==> config.mk <==
export PLATFORM = sky130hd
export DESIGN_NAME = tmr_chan
export DESIGN_NICKNAME = d
export VERILOG_FILES = /design/src/rtl/tmr_chan_pkg.sv /design/src/rtl/tmr_chan_insync.sv /design/src/rtl/tmr_chan_flag.sv /design/src/rtl/tmr_chan_outdrv.sv /design/src/rtl/tmr_chan.sv
export SDC_FILE = /design/constraint.sdc
export NUM_CORES = 1
export LEC_CHECK = 0
export ABC_AREA = 1
export BUFFER_PORTS_ARGS = -buffer_cell sky130_fd_sc_hd__buf_2
export CORE_MARGIN = 2
export CORE_UTILIZATION = 43
export CTS_CLUSTER_DIAMETER = 60
export DETAILED_ROUTE_END_ITERATION = 8
export PLACE_DENSITY = 0.77
export SETUP_SLACK_MARGIN = 0.3
export SYNTH_ARGS = -nofsm -noshare
export SYNTH_HDL_FRONTEND = slang
export SYNTH_HIERARCHICAL = 1
export SYNTH_SLANG_ARGS = --single-unit
==> constraint.sdc <==
create_clock -name clk -period 2.7 [get_ports clk]
set_clock_uncertainty 0.2 [all_clocks]
set_input_delay 0.27 -clock clk [delete_from_list [all_inputs] [get_ports clk]]
set_output_delay 0.27 -clock clk [all_outputs]
set_load 0.05 [all_outputs]
==> src/rtl/tmr_chan_pkg.sv <==
package tmr_chan_pkg;

    typedef enum logic [1:0] {
        MD_IDLE = 2'd0,
        MD_CAPT = 2'd1,
        MD_CMP  = 2'd2,
        MD_PWM  = 2'd3
    } chan_mode_e;

    typedef struct packed {
        logic       flag;
        logic       ie;
        logic       msb;
        logic       msa;
        logic [1:0] els;
        logic [1:0] rsv;
    } chan_ctrl_t;

    typedef struct packed {
        logic rise;
        logic fall;
    } pin_edge_t;

    localparam logic ADDR_CTRL = 1'b0;
    localparam logic ADDR_VAL  = 1'b1;

    function automatic chan_mode_e mode_of(input logic cpwm, input logic msb, input logic msa);
        if (cpwm)     return MD_IDLE;
        else if (msb) return MD_PWM;
        else if (msa) return MD_CMP;
        else          return MD_CAPT;
    endfunction

    function automatic logic cmp_action(input logic [1:0] els, input logic cur);
        case (els)
            2'b01:   return ~cur;
            2'b10:   return 1'b0;
            2'b11:   return 1'b1;
            default: return cur;
        endcase
    endfunction

endpackage

==> src/rtl/tmr_chan_insync.sv <==
module tmr_chan_insync
    import tmr_chan_pkg::*;
#(
    parameter int STAGES = 2
) (
    input  logic      clk,
    input  logic      rst,
    input  logic      pin_i,
    output pin_edge_t edge_o
);
    localparam int LAST = STAGES;

    logic sh [LAST+1];

    for (genvar i = 0; i <= LAST; i++) begin : g_stage
        if (i == 0) begin : g_first
            always_ff @(posedge clk) begin
                if (rst) sh[0] <= 1'b0;
                else     sh[0] <= pin_i;
            end
        end else begin : g_next
            always_ff @(posedge clk) begin
                if (rst) sh[i] <= 1'b0;
                else     sh[i] <= sh[i-1];
            end
        end
    end

    always_comb begin
        edge_o.rise = sh[LAST-1] & ~sh[LAST];
        edge_o.fall = ~sh[LAST-1] & sh[LAST];
    end


    rise_after_pin_high_chk: assert property (@(posedge clk) disable iff (rst)
        edge_o.rise |-> $past(pin_i, STAGES));


    fall_after_pin_low_chk: assert property (@(posedge clk) disable iff (rst)
        edge_o.fall |-> !$past(pin_i, STAGES));

endmodule

==> src/rtl/tmr_chan_flag.sv <==
module tmr_chan_flag (
    input  logic clk,
    input  logic rst,
    input  logic evt_i,
    input  logic arm_rd_i,
    input  logic ctrl_wr_i,
    input  logic wr_flag_i,
    output logic flag_o
);
    logic armed;

    always_ff @(posedge clk) begin
        if (rst) begin
            flag_o <= 1'b0;
            armed  <= 1'b0;
        end else if (evt_i) begin
            flag_o <= 1'b1;
            armed  <= 1'b0;
        end else begin
            if (ctrl_wr_i && !wr_flag_i && armed)
                flag_o <= 1'b0;
            if (ctrl_wr_i)
                armed <= 1'b0;
            else if (arm_rd_i && flag_o)
                armed <= 1'b1;
        end
    end


    flag_clear_needs_arm_chk: assert property (@(posedge clk) disable iff (rst)
        $fell(flag_o) |-> $past(armed && ctrl_wr_i && !wr_flag_i));


    evt_sets_flag_chk: assert property (@(posedge clk) disable iff (rst)
        evt_i |=> flag_o);


    one_write_noop_chk: assert property (@(posedge clk) disable iff (rst)
        (ctrl_wr_i && wr_flag_i && flag_o) |=> flag_o);

endmodule

==> src/rtl/tmr_chan_outdrv.sv <==
module tmr_chan_outdrv
    import tmr_chan_pkg::*;
(
    input  logic       clk,
    input  logic       rst,
    input  chan_mode_e mode_i,
    input  logic [1:0] els_i,
    input  logic       match_i,
    input  logic       wrap_i,
    input  logic       val_zero_i,
    output logic       pin_o
);
    logic act_lvl;
    assign act_lvl = els_i[1];

    always_ff @(posedge clk) begin
        if (rst) begin
            pin_o <= 1'b0;
        end else begin
            case (mode_i)
                MD_CMP: begin
                    if (match_i)
                        pin_o <= cmp_action(els_i, pin_o);
                end
                MD_PWM: begin
                    if (els_i != 2'b00) begin
                        if (val_zero_i)   pin_o <= ~act_lvl;
                        else if (wrap_i)  pin_o <= act_lvl;
                        else if (match_i) pin_o <= ~act_lvl;
                    end
                end
                default: pin_o <= pin_o;
            endcase
        end
    end


    cmp_hold_chk: assert property (@(posedge clk) disable iff (rst)
        (mode_i == MD_CMP && !match_i) |=> $stable(pin_o));


    pwm_zero_chk: assert property (@(posedge clk) disable iff (rst)
        (mode_i == MD_PWM && els_i != 2'b00 && val_zero_i) |=> (pin_o == !$past(els_i[1])));


    idle_hold_chk: assert property (@(posedge clk) disable iff (rst)
        (mode_i == MD_IDLE || mode_i == MD_CAPT) |=> $stable(pin_o));

endmodule

==> src/rtl/tmr_chan.sv <==
module tmr_chan
    import tmr_chan_pkg::*;
#(
    parameter int CNT_W       = 16,
    parameter int SYNC_STAGES = 2
) (
    input  logic             clk,
    input  logic             rst,
    input  logic [CNT_W-1:0] cnt_i,
    input  logic             cnt_wrap_i,
    input  logic             cpwm_i,
    input  logic             pin_i,
    input  logic             bus_rd_i,
    input  logic             bus_wr_i,
    input  logic             bus_addr_i,
    input  logic [CNT_W-1:0] bus_wdata_i,
    output logic [CNT_W-1:0] bus_rdata_o,
    output logic             pin_o,
    output logic             gpio_rel_o,
    output logic             irq_o
);
    localparam int CTRL_W = $bits(chan_ctrl_t);

    logic             ie_q, msb_q, msa_q;
    logic [1:0]       els_q;
    logic [CNT_W-1:0] val_q;
    logic             flag;
    chan_mode_e       mode;
    pin_edge_t        pedge;
    logic             match, cap_evt, cmp_evt, evt;
    logic             ctrl_wr, val_wr, ctrl_rd;
    chan_ctrl_t       ctrl_view;

    assign ctrl_wr = bus_wr_i && (bus_addr_i == ADDR_CTRL);
    assign val_wr  = bus_wr_i && (bus_addr_i == ADDR_VAL);
    assign ctrl_rd = bus_rd_i && (bus_addr_i == ADDR_CTRL);

    assign mode    = mode_of(cpwm_i, msb_q, msa_q);
    assign match   = (cnt_i == val_q);
    assign cap_evt = (mode == MD_CAPT) &&
                     ((els_q[0] && pedge.rise) || (els_q[1] && pedge.fall));
    assign cmp_evt = (mode == MD_CMP || mode == MD_PWM) && match;
    assign evt     = cap_evt || cmp_evt;

    always_ff @(posedge clk) begin
        if (rst) begin
            ie_q  <= 1'b0;
            msb_q <= 1'b0;
            msa_q <= 1'b0;
            els_q <= 2'b00;
        end else if (ctrl_wr) begin
            ie_q  <= bus_wdata_i[6];
            msb_q <= bus_wdata_i[5];
            msa_q <= bus_wdata_i[4];
            els_q <= bus_wdata_i[3:2];
        end
    end

    always_ff @(posedge clk) begin
        if (rst)          val_q <= '0;
        else if (cap_evt) val_q <= cnt_i;
        else if (val_wr)  val_q <= bus_wdata_i;
    end

    tmr_chan_insync #(.STAGES(SYNC_STAGES)) u_sync (
        .clk    (clk),
        .rst    (rst),
        .pin_i  (pin_i),
        .edge_o (pedge)
    );

    tmr_chan_flag u_flag (
        .clk       (clk),
        .rst       (rst),
        .evt_i     (evt),
        .arm_rd_i  (ctrl_rd),
        .ctrl_wr_i (ctrl_wr),
        .wr_flag_i (bus_wdata_i[7]),
        .flag_o    (flag)
    );

    tmr_chan_outdrv u_out (
        .clk        (clk),
        .rst        (rst),
        .mode_i     (mode),
        .els_i      (els_q),
        .match_i    (match),
        .wrap_i     (cnt_wrap_i),
        .val_zero_i (val_q == '0),
        .pin_o      (pin_o)
    );

    always_comb begin
        ctrl_view.flag = flag;
        ctrl_view.ie   = ie_q;
        ctrl_view.msb  = msb_q;
        ctrl_view.msa  = msa_q;
        ctrl_view.els  = els_q;
        ctrl_view.rsv  = 2'b00;
        if (bus_addr_i == ADDR_VAL) bus_rdata_o = val_q;
        else                        bus_rdata_o = CNT_W'(ctrl_view);
    end

    assign irq_o      = flag && ie_q;
    assign gpio_rel_o = (els_q == 2'b00);


    capture_latch_chk: assert property (@(posedge clk) disable iff (rst)
        cap_evt |=> (val_q == $past(cnt_i)));


    gpio_rel_follow_chk: assert property (@(posedge clk) disable iff (rst)
        ctrl_wr |=> (gpio_rel_o == ($past(bus_wdata_i[3:2]) == 2'b00)));


    irq_off_chk: assert property (@(posedge clk) disable iff (rst)
        (ctrl_wr && !bus_wdata_i[6]) |=> !irq_o);


    cpwm_frozen_chk: assert property (@(posedge clk) disable iff (rst)
        (cpwm_i && !ctrl_wr) |=> $stable(bus_rdata_o[CTRL_W-1]) || $past(bus_addr_i) != bus_addr_i);

endmodule

==> results.json, run 1 <==
{
  "status": "finished, final reports clean",
  "synth_compound_area_share_pct": 8.07,
  "dpl.hpwl_um": 3480,
  "post_cts_buffers": 0,
  "tritoncts": "yes",
  "grt_pass1_vias": 1896,
  "wl_um": 4630,
  "dieArea_um2": 4940,
  "start_util_pct": 44.0,
  "boundaryPins": 59,
  "clk_latency_ns": 0.27,
  "ir_worst_vdd_v": 0.000232,
  "port_buffers": 58,
  "synth-seq-cells": 27,
  "ys_top_cells_by_area": "dfxtp_1 (29%), nand2_1 (17%), nor2_1 (15%), inv_1 (11%), nand3_1 (6.1%)",
  "end_kind": "flop",
  "synth-simple-area-share_pct": 44.1,
  "syn_inst": 334,
  "n_fill_cell": 473,
  "yosys.area_share.adder_pct": 1.32,
  "area_growth_pct": 17.3,
  "synth-xor-area-share_pct": 0.463,
  "die_h_um": 70.3,
  "rows": 24,
  "min_to": "els_q[0]",
  "syn_area_per_cell_um2": 5.66,
  "cp.arrival_ns": 1.81,
  "reg2reg_from": "els_q[1]",
  "hold_violations": 0,
  "seqCellArea_um2": 541,
  "reg2reg_to": "val_q[4]",
  "syn_nets": 376,
  "die_w_um": 70.3,
  "viasPerCell": 4.80,
  "synth_top_family_by_area": "simple AND/OR/NAND/NOR gates",
  "cp.required_ns": 2.66,
  "cap_violations": 0,
  "power.density_nw_per_um2": 408,
  "grt_antenna_before_repair": 0,
  "ff2ff_setup_slack_ns": 0.85,
  "layout_commonest_cell": "nand2_1",
  "grt_start_max_net_pins": 35,
  "startpoint_type": "flop",
  "multiInputGateArea_um2": 1020,
  "synth.yosys.seq_area_share_pct": 28.6,
  "setup_tns_ns": 0,
  "drt_iter0_drc": 110,
  "grt_overflow_total": 0,
  "slew_headroom_pct": 65.0,
  "worstPathMaxFanout": 34,
  "cts.clk_slew.worst_paths_ns": 0.10,
  "dr.pass1.iters": 4,
  "via_count": 2106,
  "power_w": 0.000905,
  "hold_start": "bus_wdata_i[2]",
  "worstHoldPathType": "in -> reg",
  "cts_buffer_depth": 2,
  "yosys.area.top_type_share_pct": 28.6,
  "layout_common_cells": "nand2_1 (85), nor2_1 (78), buf_2 (58)",
  "yosys.area.top_type": "dfxtp_1",
  "numCtsBuffers": 3,
  "routedWlPerCell_um": 10.6,
  "grt_util_all_layers_pct": 19.5,
  "rsz0062_at_grt": "no",
  "min_period_ns": 1.85,
  "whs_path_depth": 3,
  "core-area_um2": 4290,
  "setup_violations": 0,
  "grt_pass1_wl_um": 7870,
  "fmax_mhz": 540,
  "cts_sinks": 27,
  "place_congestion": 0.829,
  "synth_cell_type_count": 25,
  "reg2regPathDepth": 7,
  "fin_crit_sh_pct": 68.5,
  "drive_gt1_share_pct": 19.9,
  "h-tree-depth": 1,
  "ys_warn_count": 6,
  "fin_nets": 430,
  "antenna_cells": 0,
  "p_leak_nw": 1.26,
  "synth.area.mux_share_pct": 0,
  "drc": 0,
  "critPathKind": "reg -> reg",
  "syn_area_um2": 1890,
  "cts-root-buf": "clkbuf_8",
  "detail-route-antenna-nets": 0,
  "tightest_slew_ns": 0.525,
  "maxSlewViolCount": 0
}
## power by group
| part | total (W) | switching (W) | internal (W) |
|---|---|---|---|
| clock | 0.000234 | 0.000131 | 0.000104 |
| sequential | 0.000430 | 0.0000140 | 0.000416 |
| combinational | 0.000241 | 0.000161 | 0.0000800 |
| total | 0.000905 | 0.000306 | 0.000599 |
## critical path: stages (launching register included)
cell     delay, ns
dfxtp_1       0.48
nand2_1       0.10
nand2_2       0.10
nand3_4       0.30
nand2_4       0.32
nor2_1        0.07
nor2_1        0.11
nor2_1        0.05
## cells by family (layout without fill, tap and decap cells)
logic type / after synthesis / in the layout
AND/OR/NAND/NOR: 199 / 199
buffers and inverters: 75 / 128
AO/OA/AOI/OAI: 30 / 30
flip-flops: 27 / 27
adder cells (fa/ha/maj): 2 / 2
XOR/XNOR: 1 / 1
## worst max path at each step
stage	end	from	cells past startpoint	slack [ns]
after floorplan	bus_rdata_o[5]	bus_addr_i	3	0.50
after detailed placement	val_q[5]	els_q[1]	7	0.87
final	val_q[4]	els_q[1]	7	0.85
after CTS	val_q[5]	els_q[1]	7	0.85
after global placement	val_q[1]	els_q[1]	7	0.88
after global routing	val_q[10]	els_q[1]	7	0.64
## registers in the layout, indices dropped and copies added (netlist names)
signal         count
u_sync/sh          3
ie_q               1
msb_q              1
els_q              2
u_flag/flag_o      1
u_flag/armed       1
u_out/pin_o        1
msa_q              1
val_q             16
## synthesized netlist by cell type
master,instances
nand2_1,85
nor2_1,78
inv_1,57
dfxtp_1,27
nand3_1,23
o21ai_1,16
a21oi_1,12
inv_2,7
clkbuf_1,4
nand4_1,4
buf_6,3
buf_4,2
ha_1,2
nand2_4,2
nor2_2,2
a211oi_1,1
and2_1,1
buf_12,1
clkinv_2,1
nand2_2,1
nand3_4,1
nor2_4,1
nor4_1,1
o21ai_0,1
xor2_1,1
## layout make-up
class                           count  area share [%]
Timing Repair Buffer               59            13.5
Sequential cell                    27            24.4
Tap cell                           52            2.93
Multi-Input combinational cell    232            46.0
Clock inverter                      1           0.226
Clock buffer                        3            1.86
Inverter                           65            11.1
## routing by layer
metal | GRT usage (%) | routed length [µm]
met1 | 23.6 | 2060
met2 | 33.8 | 2160
met3 | 3.75 | 342
met4 | 7.48 | 69
met5 | 0 | 0
## timing repair
action,in CTS,in global routing
gates resized for setup,0,0
hold buffers,1,0
hold endpoints to repair,1,0
## per-stage QoR
stage                     hold slack (ns)  instance area [µm²]  utilization, %  cells  worst slack (ns)
after floorplan                     0.139                 1890               -    334             0.497
after global placement              0.198                 2160            50.3    434             0.884
after detailed placement            0.201                 2160            50.3    434             0.872
after CTS                          0.0474                 2220            51.7    439             0.853
after global routing               0.0368                 2220            51.7    439             0.641
final                              0.0501                 2220            51.7    439             0.849
Power figures use the tool's default switching activity.
==> inputs of run 2 (changes only) <==
--- a/config.mk
+++ b/config.mk
@@ -11,7 +11,7 @@
 export CORE_UTILIZATION = 43
 export CTS_CLUSTER_DIAMETER = 60
 export DETAILED_ROUTE_END_ITERATION = 8
-export PLACE_DENSITY = 0.77
+export PLACE_DENSITY = 0.8
 export SETUP_SLACK_MARGIN = 0.3
 export SYNTH_ARGS = -nofsm -noshare
 export SYNTH_HDL_FRONTEND = slang
==> constraint.sdc (replaced) <==
create_clock -name clk -period 1.6 [get_ports clk]
set_clock_uncertainty 0.2 [all_clocks]
set_input_delay 0.16 -clock clk [delete_from_list [all_inputs] [get_ports clk]]
set_output_delay 0.16 -clock clk [all_outputs]
set_load 0.05 [all_outputs]
==> run 2 against run 1 <==
Effect of this change:
- the run now ends with setup timing left
- clock power up 76%
- cell area up 40%
- sequential power up 71%
==> results.json, run 2 (same netlist as run 1, synthesis figures left out) <==
{
  "status": "complete, but fails checks",
  "failed_checks": "setup timing",
  "top_layer": "met4",
  "grt_pass1_wl_um": 9260,
  "routedWlPerCell_um": 14.6,
  "tightest_slew_ns": 0.304,
  "cts_buffer_depth": 2,
  "place_congestion": 0.830,
  "rsz0062_at_grt": "yes",
  "hold_violations": 0,
  "cp_slowest_cell": "dfxtp_2",
  "worstHoldPathType": "in -> reg",
  "cts.clk_slew.worst_paths_ns": 0.10,
  "p_leak_nw": 1.48,
  "fmax_mhz": 557,
  "critPathMaxStageDelay_ns": 0.36,
  "tritoncts": "yes",
  "reg2reg_from": "val_q[14]",
  "grt_pass1_vias": 2114,
  "drt_iter0_drc": 198,
  "cp.required_ns": 1.58,
  "cp_num_buf_inv": 2,
  "cts-root-buf": "clkbuf_8",
  "drc": 0,
  "fin_crit_sh_pct": 112,
  "ff2ff_setup_slack_ns": -0.20,
  "max_flop_register": "val_q",
  "setup_tns_ns": -1.06,
  "endpoint": "u_out/pin_o",
  "core-area_um2": 4290,
  "worstPathMaxFanout": 3,
  "dieArea_um2": 4940,
  "grt_start_max_net_pins": 24,
  "top_regs": "val_q: 16 flops, u_sync/sh: 3 flops, els_q: 2 flops",
  "power.density_nw_per_um2": 563,
  "setup_violations": 19,
  "path_cells": "inv_1 > nand2_1 > nand2_1 > nor2_1 > nand2_2 > nor2_4 > and2_4 > nor2_1 > nand2_1 > nand2_1 > nand2_1 > inv_1 > nor2_1 > nor2_1",
  "p_int_w": 0.00112,
  "viasPerCell": 5.18,
  "detail-route-antenna-nets": 0,
  "crit_start": "val_q[14]",
  "critPathMostFrequentCell": "nand2_1",
  "wl_met2_um": 3530,
  "rows": 24,
  "dr.pass1.iters": 4,
  "via_count": 2439,
  "h-tree-depth": 1,
  "drive_gt1_share_pct": 49.0,
  "hold_start": "bus_wdata_i[1]",
  "boundaryPins": 59,
  "cp.arrival_ns": 1.78,
  "startpoint_type": "flop",
  "clk_latency_ns": 0.28,
  "slew_headroom_pct": 79.7,
  "die_h_um": 70.3,
  "cap_violations": 0,
  "reg2reg_to": "u_out/pin_o",
  "met3WireLength_um": 478,
  "grt_overflow_total": 0,
  "pwr-share-comb_pct": 34.5,
  "dp_slack_ns": -0.0729,
  "wl_um": 6860,
  "fin_nets": 461,
  "maxSlewViolCount": 0,
  "layout_common_cells": "nor2_1 (69), nand2_1 (69), buf_2 (38)",
  "power.switching_w": 0.000628,
  "reg2regPathDepth": 14,
  "start_util_pct": 44.0,
  "ir_worst_vdd_v": 0.000337,
  "swShare_pct": 35.9,
  "setup_ws_ns": -0.196,
  "grt_util_all_layers_pct": 22.9,
  "p_clk_share_pct": 23.5,
  "die_w_um": 70.3,
  "min_period_ns": 1.80,
  "cp_top_family": "simple AND/OR/NAND/NOR gates",
  "sequentialPowerShare_pct": 41.9,
  "largest_reg_flops": 16,
  "end_kind": "flop",
  "area_growth_pct": 64.5,
  "critPathKind": "reg -> reg",
  "crit_cells": 14,
  "port_buffers": 58,
  "grt_antenna_before_repair": 1,
  "dpl.hpwl_um": 3850,
  "cts_sinks": 27,
  "drt-met1-wl_um": 2630,
  "numCtsBuffers": 3
}
-- run 2: changes by cell type in the layout (fill, tap and decap cells not counted), moves of 10 or more --
| cell | previous run | this run |
|---|---|---|
| dfxtp_1 | 27 | 3 |
| buf_2 | 58 | 38 |
| dfxtp_2 | 0 | 20 |
| inv_1 | 57 | 37 |
| buf_4 | 0 | 17 |
| nand2_1 | 85 | 69 |
| nand3_1 | 23 | 7 |
| buf_6 | 0 | 14 |
| nand2_2 | 1 | 15 |
| nand3_2 | 0 | 12 |
| buf_8 | 0 | 10 |
| inv_2 | 7 | 17 |
-- run 2: worst min path at each step --
stage | slack [ns] | to | depth (start not counted)
after CTS | 0.004 | msb_q | 3
after floorplan | 0.02 | u_sync/sh[1] | 1
after global routing | 0.002 | msb_q | 3
after global placement | 0.17 | u_sync/sh[0] | 3
final | 0.007 | val_q[1] | 5
after detailed placement | 0.17 | u_sync/sh[0] | 3
-- run 2: final cells by class --
class,count,area [µm²]
multi-input combinational,232,1330
fill,312,1180
timing repair buffer,90,811
sequential,27,581
inverter,65,282
tap,52,65.1
clock buffer,4,45.0
antenna,1,2.50
-- run 2: power by group through the flow --
stage | clock, W | combinational (W) | sequential [W]
2_1_floorplan | 0 | 0.000317 | 0.000739
3_3_place_gp | 0 | 0.000453 | 0.000742
3_5_place_dp | 0 | 0.000460 | 0.000743
4_1_cts | 0.000403 | 0.000535 | 0.000731
5_1_grt | 0.000433 | 0.000641 | 0.000737
6_report | 0.000412 | 0.000604 | 0.000734
-- run 2: timing repair --
item	CTS	global route
buffers inserted	7	2
setup endpoints to repair	37	38
resized for setup	81	53
hold buffers	5	0
pin swaps	23	29
gates cloned	0	4
endpoints found under the hold margin	5	0
-- run 2: tightest hold or removal path, cell delays in order --
cell and delay [ns]:
buf_2 0.08, nand3_2 0.04, o21ai_1 0.07, nor2_1 0.04, nor2_1 0.07
-- run 2: layer usage --
metal | global-route usage (%) | up-vias
met2 | 41.0 | 133
met5 | 0 | -
met4 | 7.48 | 0
met1 | 28.1 | 1108
met3 | 3.17 | 28
li1 | - | 1170
-- run 2: through the flow --
stage,power [W],area (µm²),hold WS (ns),utilization (%),instances
2_1_floorplan,0.00106,2030,0.0238,-,334
3_3_place_gp,0.00120,2440,0.170,56.8,448
3_5_place_dp,0.00120,2440,0.174,56.8,448
4_1_cts,0.00167,2830,0.00392,65.9,464
5_1_grt,0.00181,3110,0.00152,72.4,471
6_report,0.00175,3110,0.00686,72.4,471
